`config.mk`:
```
export PLATFORM = sky130hd
export DESIGN_NAME = pal_macrocell
export DESIGN_NICKNAME = d
export VERILOG_FILES = /design/src/rtl/pal_macrocell.sv
export SDC_FILE = /design/constraint.sdc
export NUM_CORES = 1
export LEC_CHECK = 0
export BUFFER_PORTS_ARGS = -buffer_cell sky130_fd_sc_hd__buf_4
export CAP_MARGIN = 20
export CORE_AREA = 2 2 39 41
export DETAILED_ROUTE_END_ITERATION = 8
export DIE_AREA = 0 0 41 43
export SYNTH_ARGS = -nofsm -noshare
export SYNTH_HDL_FRONTEND = slang
export SYNTH_SLANG_ARGS = --single-unit
```
`constraint.sdc`:
```
create_clock -name clk -period 4.1 [get_ports clk]
set_clock_uncertainty 0.05 [all_clocks]
set_input_delay 0.82 -clock clk [delete_from_list [all_inputs] [get_ports clk]]
set_output_delay 0.82 -clock clk [all_outputs]
set_load 0.005 [all_outputs]
```
`src/rtl/pal_macrocell.sv`:
```
module pal_macrocell #(
  parameter int NTERM = 8
) (
  input  logic             clk,
  input  logic             rst,
  input  logic [NTERM-1:0] pt,
  input  logic             cfg_comb,
  input  logic             cfg_pol,
  input  logic             oe_n,
  input  logic             pin_in,
  output logic             pin_out,
  output logic             pin_oe,
  output logic             fb
);
  localparam int NSUM_C = NTERM - 1;

  logic sum_reg, sum_comb, lvl_reg, lvl_comb, q;

  assign sum_reg  = |pt;
  assign sum_comb = |pt[NSUM_C-1:0];
  assign lvl_reg  = sum_reg  ^ ~cfg_pol;
  assign lvl_comb = sum_comb ^ ~cfg_pol;

  always_ff @(posedge clk) begin
    if (rst) q <= 1'b0;
    else     q <= ~lvl_reg;
  end

  assign pin_out = cfg_comb ? lvl_comb : ~q;
  assign pin_oe  = cfg_comb ? pt[NTERM-1] : ~oe_n;
  assign fb      = cfg_comb ? (pin_oe ? pin_out : pin_in) : q;
endmodule


```
-- Yosys cells after proc, flatten, opt, wreduce, memory -nomap -nowiden
Cells that the tools add are included.
- muxes and demuxes: 4
- bitwise operators: 6
- reduce and logical (&&, ||, !) cells: 2
- operators by type and width (operator ; count):
    8-bit OR reduction ; 1
    7-bit OR reduction ; 1
    1-bit 2-to-1 mux ; 4
    1-bit inverter ; 4
    1-bit XOR ; 2
- flip-flop bits (word level): 1
- input port bits: 14
- output and inout port bits: 3
- word-level logic and storage cells: 13

-- Logic depth before layout (Yosys ltp)
- word-level depth: 5
- gate-level depth with buffers: 4
- mapped depth without buffers: 4

-- Worst setup path after synthesis
Ideal clock, no wire load.
- path kind: input port to output port
- start: input pt[4]
- end: output pin_out
- data arrival time: 1.716 ns
- required time: 3.230 ns
- path slack: 1.514 ns
- stages: 4
- buffers on the path: 0
- path through: or4_4 > nor2_2 > xnor2_1 > a21oi_1
- longest elaborated chain between the ends: 3
- ends and longest elaborated chain (what ; line ; source):
    start, declared ; 6 ; input logic [NTERM-1:0] pt,
    7-bit OR reduction ; 20 ; assign sum_comb = |pt[NSUM_C-1:0];
    1-bit XOR ; 22 ; assign lvl_comb = sum_comb ^ ~cfg_pol;
    1-bit 2-to-1 mux ; 29 ; assign pin_out = cfg_comb ? lvl_comb : ~q;
    end, declared ; 11 ; output logic pin_out,
Every way passes these cells.

-- Worst setup path in the final report
- start: input pt[4]
- end: output fb
- longest elaborated chain between the ends: 5
- ends and longest elaborated chain (what ; line ; source):
    7-bit OR reduction ; 20 ;
    1-bit XOR ; 22 ;
    1-bit 2-to-1 mux ; 29 ;
    1-bit 2-to-1 mux (2 in series) ; 31 ; assign fb = cfg_comb ? (pin_oe ? pin_out : pin_in) : q;
    end, declared ; 13 ; output logic fb
Every way passes these cells.

==> flow_summary_export.csv <==
group,metric,value,unit
synthesis,synth_top_cell_area_share,17.0,%
floorplan,start_util,8.50,%
layout,largest_reg_flops,1,
route,ant_nets,0,
place,placed_cells,48,
synthesis,avgSynthCellArea,7.35,sq um
timing,tightest_slew,0.225,ns
worst_setup_path,crit_arrival,1.99,ns
route,drc,0,
layout,layout_commonest_cell,"buf_4",
timing,tns,0,ns
timing,rsz0062_at_grt,"no",
pwr,total_power,0.0306,mW
synthesis,ys_warn_count,0,
worst_setup_path,worstSetupEndpointType,"output pin",
worst_setup_path,criticalPathCategory,"primary input to output pin",
floorplan,row_count,14,
pwr,p_per_area,119,nW/um^2
floorplan,core_area,1380,sq um
place,port-buffer-count,16,
synthesis,yosys.area.top_type,"dfxtp_1",
timing,slew_headroom,84.9,%
floorplan,die_h,43,microns
timing,finalHoldViolations,0,
timing,drv_slew,0,
route,wl_per_cell,7.06,microns
layout,reg_top3,"q x1",
floorplan,ios,17,
global_route,grt_use_total,3.60,%
worst_setup_path,cp_max_fo,2,
synthesis,synth.most_common_cell,"a21oi_1",
route,drt_first_pass_iters,2,
synthesis,synth-seq-cells,1,
route,vias,167,
synthesis,async_flop_share,0,%
global_route,grt_start_max_net_pins,5,
floorplan,fp.dieW,41,microns
clock_network,postCtsSetupBuffers,0,
route,routed_wl,339,microns
layout,nNetsFinal,48,
place,globalplace.congestion,0.643,
global_route,grt-ovfl-total,0,
global_route,grt_pass1_wl,462,microns
place,dpl_cell_area,258,sq um
layout,final_cell_mix,"buf_4 (16), a21oi_1 (3), nor2_1 (2)",
layout,drive_gt1_share,62.5,%
synthesis,synth_area,118,sq um
layout,synthToLayoutAreaGrowth,119,%
clock_network,hold_buffers,0,
layout,fin_cells,48,
layout,num_antenna_cells,0,
worst_setup_path,worstPathRequired,3.23,ns
place,dpl.hpwl,328,microns
pwr,leakagePower,0.117,nW
layout,design_area,258,sq um
synthesis,yosysUniqueCellTypes,13,
global_route,antenna_found_initial,0,
synthesis,synthTopCellsByArea,"dfxtp_1 (17%), a21oi_1 (13%), or3_4 (9.6%), or4_4 (9.6%), nor3_2 (8.5%)",
pwr,peakVddDrop,0.0429,mV
layout,largest_register,"q",
layout,fill_cells,149,
route,drtIter0Drc,3,
worst_hold_path,hold_class,"primary input to flip-flop",
timing,period_minus_slack,2.86,ns
timing,fmax,349,MHz
synthesis,synth_commonest_cells,"a21oi_1 (3), nor2_1 (2)",
synthesis,ys_seq_area_share,17.0,%
outcome,status,"complete, no violations",
clock_network,ctsResizeCount,0,
clock_network,clk_pin_slew,0,ns
floorplan,die_area,1760,sq um
worst_setup_path,cp-start-kind,"primary input",
route,vias_per_cell,3.48,
global_route,grt_pass1_vias,142,
job,maxCapViolCount,0,
synthesis,synth_fp_nets,30,
timing,setup_viol,0,
synthesis,synth_edf_count,0,
synthesis,synth_flop_cell,"dfxtp_1",
timing,fin_crit_sh,69.9,%
synthesis,syn_inst,16,
-- report_power, final --
group	leakage [nW]	total (mW)	switching, mW	internal (mW)
Sequential	0.00834	0.0105	0.0000814	0.0105
Clock	0	0	0	0
Combinational	0.109	0.0200	0.00652	0.0135
-- cell families after synthesis --
logic type      count (synthesis)  share of synthesized area [%]
compound gates                  4                           17.0
xor+xnor                        2                           14.9
buf+inv                         1                           3.19
flops                           1                           17.0
simple gates                    8                           47.9
-- worst paths after layout --
path                   from            to  slack (ns)  cells after the start
worst min-delay path    rst  q$_SDFF_PP0_        0.93                      2
worst max-delay path  pt[4]            fb        1.24                      6
-- stage by stage --
step | setup slack [ns] | hold WS, ns | utilization, %
detailed placement | 1.23 | 0.934 | 18.6
CTS | 1.22 | 0.935 | 18.6
global placement | 1.25 | 0.933 | 18.6
finish | 1.24 | 0.932 | 18.6
global route | 1.17 | 0.942 | 18.6
floorplan | 1.51 | 0.842 | -
-- final cells by class --
class	instances	area, sq um	area share (%)
Sequential cell	1	20.0	7.77
Tap cell	16	20.0	7.77
Multi-Input combinational cell	14	93.8	36.4
Inverter	1	3.75	1.46
Timing Repair Buffer	16	120	46.6
-- critical path, cell delays in order --
cell,delay [ns]
buf_4,0.11
or4_4,0.54
nor2_2,0.13
xnor2_1,0.16
o21ai_1,0.11
buf_4,0.14
-- metal layers --
layer  GRT usage [%]  wire length, microns  up-vias
li1                -                     -       88
met1            4.46                   139       62
met2            6.25                   118       17
met3            1.05                    81        0
met4               0                     0        0
met5               0                     0        -
Note: power is estimated with default switching activity, not from simulation.
